==> src/rtl/bfk_pkg.sv <==
package bfk_pkg;

    localparam logic [7:0] OP_HALT  = 8'h00;
    localparam logic [7:0] OP_INC   = 8'h01;
    localparam logic [7:0] OP_DEC   = 8'h02;
    localparam logic [7:0] OP_FWD   = 8'h03;
    localparam logic [7:0] OP_BACK  = 8'h04;
    localparam logic [7:0] OP_IN    = 8'h05;
    localparam logic [7:0] OP_OUT   = 8'h06;
    localparam logic [7:0] OP_OPEN  = 8'h07;
    localparam logic [7:0] OP_CLOSE = 8'h08;

    typedef enum logic [3:0] {
        ST_FETCH,
        ST_DECODE,
        ST_CELL_RD,
        ST_CELL_WR,
        ST_IN_WAIT,
        ST_OUT_EMIT,
        ST_LB_SP,
        ST_LB_RD,
        ST_LB_CHK,
        ST_LB_SCAN,
        ST_LB_SPUP,
        ST_RB_RD,
        ST_RB_CHK,
        ST_RB_LOAD,
        ST_ADVANCE,
        ST_HALT
    } core_st_e;

endpackage

==> src/rtl/bfk_step_alu.sv <==
module bfk_step_alu #(
    parameter int unsigned W = 8
) (
    input  logic [W-1:0] opnd,
    input  logic         sub,
    output logic [W-1:0] res,
    input  logic [W-1:0] probe,
    output logic         probe_zero
);
    // Plus or minus one only; wraps modulo 2^W.
    always_comb begin
        if (sub) res = opnd - W'(1);
        else     res = opnd + W'(1);
    end

    assign probe_zero = (probe == '0);
endmodule

==> src/rtl/bfk_skip_scan.sv <==
module bfk_skip_scan #(
    parameter int unsigned DW      = 8,
    parameter int unsigned DEPTH_W = 6
) (
    input  logic          clk,
    input  logic          rst_n,
    input  logic          start,
    input  logic [DW-1:0] origin,
    input  logic [DW-1:0] rdata,
    output logic          busy,
    output logic          rd_en,
    output logic [DW-1:0] rd_addr,
    output logic          done,
    output logic [DW-1:0] match_addr
);
    import bfk_pkg::*;

    typedef enum logic [1:0] {SC_IDLE, SC_ISSUE, SC_LOOK} scan_st_e;

    typedef struct packed {
        scan_st_e           st;
        logic [DW-1:0]      cursor;
        logic [DEPTH_W-1:0] depth;
    } scan_regs_t;

    scan_regs_t r_q, r_d;

    always_comb begin
        r_d        = r_q;
        rd_en      = 1'b0;
        rd_addr    = r_q.cursor;
        done       = 1'b0;
        match_addr = r_q.cursor;
        case (r_q.st)
            SC_IDLE: begin
                if (start) begin
                    r_d.cursor = origin + DW'(1);
                    r_d.depth  = DEPTH_W'(1);
                    r_d.st     = SC_ISSUE;
                end
            end
            SC_ISSUE: begin
                rd_en  = 1'b1;
                r_d.st = SC_LOOK;
            end
            SC_LOOK: begin
                if (rdata == DW'(OP_CLOSE) && r_q.depth == DEPTH_W'(1)) begin
                    done   = 1'b1;
                    r_d.st = SC_IDLE;
                end else begin
                    if (rdata == DW'(OP_CLOSE)) r_d.depth = r_q.depth - DEPTH_W'(1);
                    if (rdata == DW'(OP_OPEN))  r_d.depth = r_q.depth + DEPTH_W'(1);
                    r_d.cursor = r_q.cursor + DW'(1);
                    r_d.st     = SC_ISSUE;
                end
            end
            default: r_d.st = SC_IDLE;
        endcase
    end

    always_ff @(posedge clk) begin
        if (!rst_n) begin
            r_q.st     <= SC_IDLE;
            r_q.cursor <= '0;
            r_q.depth  <= '0;
        end else begin
            r_q <= r_d;
        end
    end

    assign busy = (r_q.st != SC_IDLE);

    // a scan is only launched from idle, and ends in idle
    a_r8_start_when_idle: assert property (@(posedge clk) disable iff (!rst_n)
        start |-> !busy);
    a_r8_done_then_idle: assert property (@(posedge clk) disable iff (!rst_n)
        done |=> !busy);
endmodule

==> src/rtl/bfk_core.sv <==
module bfk_core #(
    parameter int unsigned DW        = 8,
    parameter int unsigned ROM_WORDS = 64,
    parameter int unsigned SCAN_DW   = 6
) (
    input  logic          clk,
    input  logic          rst_n,
    output logic [DW-1:0] mem_addr,
    output logic          mem_rd,
    output logic          mem_wr,
    output logic [DW-1:0] mem_wdata,
    input  logic [DW-1:0] mem_rdata,
    input  logic [DW-1:0] io_in_data,
    input  logic          io_in_valid,
    output logic          io_in_ready,
    output logic [DW-1:0] io_out_data,
    output logic          io_out_valid,
    output logic          halted
);
    import bfk_pkg::*;

    localparam logic [DW-1:0] PTR_RESET = DW'(ROM_WORDS);
    localparam logic [DW-1:0] SP_RESET  = '0;   // one above top of RAM, wrapped
    localparam logic [DW-1:0] PC_RESET  = '0;

    typedef struct packed {
        core_st_e      st;
        logic [DW-1:0] pc;
        logic [DW-1:0] ptr;
        logic [DW-1:0] sp;
        logic [DW-1:0] ir;
    } core_regs_t;

    core_regs_t r_q, r_d;

    logic [DW-1:0] alu_opnd, alu_res;
    logic          alu_sub, cell_zero;

    logic          scan_start, scan_busy, scan_rd, scan_done;
    logic [DW-1:0] scan_addr, scan_match;

    bfk_step_alu #(.W(DW)) u_alu (
        .opnd       (alu_opnd),
        .sub        (alu_sub),
        .res        (alu_res),
        .probe      (mem_rdata),
        .probe_zero (cell_zero)
    );

    bfk_skip_scan #(.DW(DW), .DEPTH_W(SCAN_DW)) u_scan (
        .clk        (clk),
        .rst_n      (rst_n),
        .start      (scan_start),
        .origin     (r_q.pc),
        .rdata      (mem_rdata),
        .busy       (scan_busy),
        .rd_en      (scan_rd),
        .rd_addr    (scan_addr),
        .done       (scan_done),
        .match_addr (scan_match)
    );

    always_comb begin
        r_d          = r_q;
        mem_addr     = r_q.pc;
        mem_rd       = 1'b0;
        mem_wr       = 1'b0;
        mem_wdata    = '0;
        io_in_ready  = 1'b0;
        io_out_valid = 1'b0;
        io_out_data  = '0;
        alu_opnd     = r_q.pc;
        alu_sub      = 1'b0;
        scan_start   = 1'b0;
        case (r_q.st)
            ST_FETCH: begin
                mem_rd   = 1'b1;
                r_d.st   = ST_DECODE;
            end
            ST_DECODE: begin
                r_d.ir = mem_rdata;
                case (mem_rdata)
                    DW'(OP_HALT):  r_d.st = ST_HALT;
                    DW'(OP_INC),
                    DW'(OP_DEC),
                    DW'(OP_OUT):   r_d.st = ST_CELL_RD;
                    DW'(OP_FWD): begin
                        alu_opnd = r_q.ptr;
                        r_d.ptr  = alu_res;
                        r_d.st   = ST_ADVANCE;
                    end
                    DW'(OP_BACK): begin
                        alu_opnd = r_q.ptr;
                        alu_sub  = 1'b1;
                        r_d.ptr  = alu_res;
                        r_d.st   = ST_ADVANCE;
                    end
                    DW'(OP_IN):    r_d.st = ST_IN_WAIT;
                    DW'(OP_OPEN):  r_d.st = ST_LB_SP;
                    DW'(OP_CLOSE): r_d.st = ST_RB_RD;
                    default:       r_d.st = ST_ADVANCE;
                endcase
            end
            ST_CELL_RD: begin
                mem_addr = r_q.ptr;
                mem_rd   = 1'b1;
                r_d.st   = (r_q.ir == DW'(OP_OUT)) ? ST_OUT_EMIT : ST_CELL_WR;
            end
            ST_CELL_WR: begin
                alu_opnd  = mem_rdata;
                alu_sub   = (r_q.ir == DW'(OP_DEC));
                mem_addr  = r_q.ptr;
                mem_wr    = 1'b1;
                mem_wdata = alu_res;
                r_d.st    = ST_ADVANCE;
            end
            ST_OUT_EMIT: begin
                io_out_valid = 1'b1;
                io_out_data  = mem_rdata;
                r_d.st       = ST_ADVANCE;
            end
            ST_IN_WAIT: begin
                io_in_ready = 1'b1;
                if (io_in_valid) begin
                    mem_addr  = r_q.ptr;
                    mem_wr    = 1'b1;
                    mem_wdata = io_in_data;
                    r_d.st    = ST_ADVANCE;
                end
            end
            ST_LB_SP: begin
                alu_opnd = r_q.sp;
                alu_sub  = 1'b1;
                r_d.sp   = alu_res;
                r_d.st   = ST_LB_RD;
            end
            ST_LB_RD: begin
                mem_addr = r_q.ptr;
                mem_rd   = 1'b1;
                r_d.st   = ST_LB_CHK;
            end
            ST_LB_CHK: begin
                if (!cell_zero) begin
                    mem_addr  = r_q.sp;
                    mem_wr    = 1'b1;
                    mem_wdata = r_q.pc;
                    r_d.st    = ST_ADVANCE;
                end else begin
                    scan_start = 1'b1;
                    r_d.st     = ST_LB_SCAN;
                end
            end
            ST_LB_SCAN: begin
                mem_addr = scan_addr;
                mem_rd   = scan_rd;
                if (scan_done) begin
                    r_d.pc = scan_match;
                    r_d.st = ST_LB_SPUP;
                end
            end
            ST_LB_SPUP: begin
                alu_opnd = r_q.sp;
                r_d.sp   = alu_res;
                r_d.st   = ST_ADVANCE;
            end
            ST_RB_RD: begin
                mem_addr = r_q.ptr;
                mem_rd   = 1'b1;
                r_d.st   = ST_RB_CHK;
            end
            ST_RB_CHK: begin
                if (cell_zero) begin
                    alu_opnd = r_q.sp;
                    r_d.sp   = alu_res;
                    r_d.st   = ST_ADVANCE;
                end else begin
                    mem_addr = r_q.sp;
                    mem_rd   = 1'b1;
                    r_d.st   = ST_RB_LOAD;
                end
            end
            ST_RB_LOAD: begin
                r_d.pc = mem_rdata;
                r_d.st = ST_ADVANCE;
            end
            ST_ADVANCE: begin
                alu_opnd = r_q.pc;
                r_d.pc   = alu_res;
                r_d.st   = ST_FETCH;
            end
            ST_HALT: r_d.st = ST_HALT;
            default: r_d.st = ST_HALT;
        endcase
    end

    always_ff @(posedge clk) begin
        if (!rst_n) begin
            r_q.st  <= ST_FETCH;
            r_q.pc  <= PC_RESET;
            r_q.ptr <= PTR_RESET;
            r_q.sp  <= SP_RESET;
            r_q.ir  <= '0;
        end else begin
            r_q <= r_d;
        end
    end

    assign halted = (r_q.st == ST_HALT);

    a_r11_halt_sticky: assert property (@(posedge clk) disable iff (!rst_n)
        halted |=> halted);
    a_r11_halt_quiet: assert property (@(posedge clk) disable iff (!rst_n)
        halted |-> !(mem_rd || mem_wr));
    a_r13_rd_wr_excl: assert property (@(posedge clk) disable iff (!rst_n)
        !(mem_rd && mem_wr));
    a_r6_out_pulse: assert property (@(posedge clk) disable iff (!rst_n)
        io_out_valid |=> !io_out_valid);
    a_r5_in_accept_once: assert property (@(posedge clk) disable iff (!rst_n)
        (io_in_ready && io_in_valid) |=> !io_in_ready);
    a_r12_pc_step: assert property (@(posedge clk) disable iff (!rst_n)
        (r_q.st == ST_ADVANCE) |=> (r_q.pc == DW'($past(r_q.pc) + 1)));
    a_r9_keep_stack: assert property (@(posedge clk) disable iff (!rst_n)
        (r_q.st == ST_RB_LOAD) |-> (r_q.sp == $past(r_q.sp)));
    a_r10_pop: assert property (@(posedge clk) disable iff (!rst_n)
        (r_q.st == ST_RB_CHK && mem_rdata == '0) |=> (r_q.sp == DW'($past(r_q.sp) + 1)));
    a_r8_scan_owns_port: assert property (@(posedge clk) disable iff (!rst_n)
        scan_busy |-> !mem_wr);
endmodule

==> config.mk <==
export PLATFORM = sky130hd
export DESIGN_NAME = bfk_core
export DESIGN_NICKNAME = d
export VERILOG_FILES = /design/src/rtl/bfk_pkg.sv /design/src/rtl/bfk_step_alu.sv /design/src/rtl/bfk_skip_scan.sv /design/src/rtl/bfk_core.sv
export SDC_FILE = /design/constraint.sdc
export NUM_CORES = 1
export LEC_CHECK = 0
export BUFFER_PORTS_ARGS = -buffer_cell sky130_fd_sc_hd__clkbuf_2
export CAP_MARGIN = 10
export CELL_PAD_IN_SITES_DETAIL_PLACEMENT = 1
export CELL_PAD_IN_SITES_GLOBAL_PLACEMENT = 2
export CORE_ASPECT_RATIO = 0.7
export CORE_MARGIN = 1.5
export CORE_UTILIZATION = 34
export DETAILED_ROUTE_END_ITERATION = 6
export PLACE_DENSITY = 0.86
export SLEW_MARGIN = 20
export SYNTH_ARGS = -nofsm -noshare
export SYNTH_HDL_FRONTEND = slang
export SYNTH_SLANG_ARGS = --single-unit
==> constraint.sdc <==
create_clock -name clk -period 5.9 [get_ports clk]
set_clock_uncertainty 0.15 [all_clocks]
set_input_delay 0.885 -clock clk [delete_from_list [all_inputs] [get_ports clk]]
set_output_delay 0.885 -clock clk [all_outputs]
set_load 0.02 [all_outputs]
==> impl_metrics.env <==
export IMPL_status="complete, no violations"
export IMPL_clkSlewWorstSetupHoldPaths_ns=0.07
export IMPL_dr_pass1_iters=5
export IMPL_endpoint="mem_wdata[6]"
export IMPL_cts_hold_buf=0
export IMPL_tns_ns=0
export IMPL_synthDistinctLibCells=70
export IMPL_yosysMostFrequentCell="nand2_1"
export IMPL_reg2reg_depth=15
export IMPL_synthTopCellsByArea="dfxtp_1 (27%), nand2_1 (6.1%), a21oi_1 (4.3%)"
export IMPL_fp_row_count=32
export IMPL_finalCoreUtilization=0.402
export IMPL_hold_viol_final=0
export IMPL_cap_violations=0
export IMPL_vdd_drop_max_mv=0.145
export IMPL_placed_cells=679
export IMPL_drt_wl_total_um=14800
export IMPL_cts_made_buffers=5
export IMPL_regToRegSetupSlack_ns=1.68
export IMPL_synth_cells=498
export IMPL_tightestPinTransition_ns=0.940
export IMPL_synth_edf_count=0
export IMPL_finalSetupViolations=0
export IMPL_grt_max_degree=32
export IMPL_cts_tree="yes"
export IMPL_endpoint_kind="output pin"
export IMPL_nFillCells=1395
export IMPL_post_drt_wl_per_cell_um=21.5
export IMPL_fin_crit_ns=5.63
export IMPL_power_total_w=0.00161
export IMPL_timing_rr_start="r_q[32]"
export IMPL_dieArea_um2=12000
export IMPL_pre_cts_slack_ns=0.259
export IMPL_clk_path_buf_depth=2
export IMPL_synth_seq_area_share=0.269
export IMPL_cp_startpoint="mem_rdata[7]"
export IMPL_hold_class="register to register"
export IMPL_port_buffers=47
export IMPL_syn_nets=528
export IMPL_fin_crit_sh=0.955
export IMPL_rsz0062_at_grt="false"
export IMPL_drt_antenna_violating_nets=0
export IMPL_groute_usage_overall=0.248
export IMPL_setup_ws_ns=0.266
export IMPL_cp_max_fo=9
export IMPL_overflow=0
export IMPL_io_pins=48
export IMPL_ys_ff_latch=52
export IMPL_async_flop_share=0
export IMPL_finish_net_count=563
export IMPL_drv_slew=0
export IMPL_synth_top_area_frac=0.269
export IMPL_grt_pass1_vias=4045
export IMPL_synth_avg_cell_area_um2=7.76
export IMPL_syn_cell_area_um2=3860
export IMPL_vias=4183
export IMPL_avgViaCountPerCell=6.09
export IMPL_drtIter0Drc=573
export IMPL_power_leakage_nw=1.65
export IMPL_arrival_ns=4.60
export IMPL_syn_to_final_growth_pct=15.0
export IMPL_register_area_um2=1040
export IMPL_final_cell_count_no_fill=687
export IMPL_layout_drive_gt1_share=0.185
export IMPL_coreArea_um2=11100
export IMPL_path_class="input pin to output pin"
export IMPL_yosys_area_top_type="dfxtp_1"
export IMPL_slew_headroom=0.369
export IMPL_drc=0
export IMPL_antenna_found_initial=0
export IMPL_cts_sinks=52
export IMPL_yosys_top_cells_count="nand2_1 (63), dfxtp_1 (52), nor2_1 (41)"
export IMPL_die_w_um=130
export IMPL_initial_utilization=0.350
export IMPL_power_density_nw_per_um2=361
export IMPL_insertion_delay_ns=0.30
export IMPL_required_ns=4.87
export IMPL_r2r_end="r_q[22]"
export IMPL_htreeDepth=2
export IMPL_die_h_um=92.2
export IMPL_yosys_warnings=0
export IMPL_multiInputGateArea_um2=2610
export IMPL_grt_pass1_wl_um=22600
export IMPL_gp_congestion=0.939
export IMPL_hpwl_um=10700
export IMPL_cts_setup_buffers=0
export IMPL_fmax_ghz=0.177
export IMPL_num_antenna_cells=0
export IMPL_synth_ff_type="dfxtp_1"
export IMPL_startpoint_type="input pin"
export IMPL_root_buffer="clkbuf_16"
-- critical path, stage by stage --
cell      delay [ns]
clkbuf_2        0.15
or4_4           0.66
nor4_4          0.36
o32ai_4         0.22
a221oi_4        0.43
inv_1           0.12
fa_1            0.48
a21o_1          0.20
a21oi_1         0.25
o21bai_1        0.14
a21oi_2         0.21
xor2_1          0.21
o21ai_0         0.10
clkbuf_2        0.16
-- sequential cells by signal (all words and copies together), names as in the netlist --
name	flops
r_q	36
u_scan.match_addr	8
u_scan.r_q	8
-- through the flow --
stage	area, µm²	hold WS [ns]
2_1_floorplan	3860	0.286
3_3_place_gp	4250	0.294
3_5_place_dp	4250	0.301
4_1_cts	4400	0.311
5_1_grt	4440	0.333
6_report	4440	0.311
-- worst min-delay path by stage --
stage                     cells past startpoint   start  endpoint
after global routing                          2  r_q[6]    r_q[6]
after global placement                        2  r_q[0]    r_q[0]
after floorplan                               2  r_q[6]    r_q[6]
final                                         2  r_q[6]    r_q[6]
after detailed placement                      2  r_q[6]    r_q[6]
after CTS                                     2  r_q[6]    r_q[6]
-- placed cells by master (no fill, tap or decap), types with 7 or more instances in the layout --
cell,count
ha_1,10
dfxtp_1,52
xnor2_1,12
nor2_1,41
nand3_1,14
nand2b_1,12
a31oi_1,12
mux2i_1,16
a222oi_1,8
clkbuf_2,47
a21oi_1,32
a221o_1,9
nand2_1,63
buf_4,20
o21ai_0,29
nor3_1,12
a22o_1,11
and2_1,7
a22oi_1,12
inv_1,15
-- final cells by class --
class,instances,area share
Inverter,16,0.0135
Timing Repair Buffer,67,0.0867
Clock buffer,6,0.0313
Clock inverter,2,0.00338
Tap cell,153,0.0431
Sequential cell,52,0.234
Multi-Input combinational cell,391,0.588
-- cell families (layout without fill, tap and decap cells) --
group / count (synthesis) / after routing / share of synthesized area
AND/OR/NAND/NOR: 185 / 185 / 0.240
AO/OA/AOI/OAI: 162 / 162 / 0.306
buffers and inverters: 55 / 91 / 0.0648
flip-flops: 52 / 52 / 0.269
XOR/XNOR: 17 / 17 / 0.0405
multiplexers: 16 / 16 / 0.0414
adder cells (fa/ha/maj): 11 / 11 / 0.0376
-- power by group --
| group | leakage (nW) | total (W) | internal [W] | switching (W) |
|---|---|---|---|---|
| sequential | 0.421 | 0.000474 | 0.000396 | 0.0000781 |
| clock | 0.0691 | 0.000316 | 0.000169 | 0.000146 |
| combinational | 1.16 | 0.000816 | 0.000288 | 0.000529 |
| total | 1.65 | 0.00161 | 0.000853 | 0.000753 |
-- layer usage --
metal | GRT usage | vias to the layer above | wire length, µm
met5 | 0 | - | 0
met4 | 0.0650 | 0 | 261
li1 | - | 1910 | -
met2 | 0.364 | 168 | 6340
met3 | 0.0397 | 21 | 1070
met1 | 0.372 | 2084 | 7120
-- what timing repair did --
item,in CTS,in global routing
resized for setup,0,5
setup endpoints to repair,0,2
hold endpoints to repair,0,0
(Power assumes the default switching activity.)
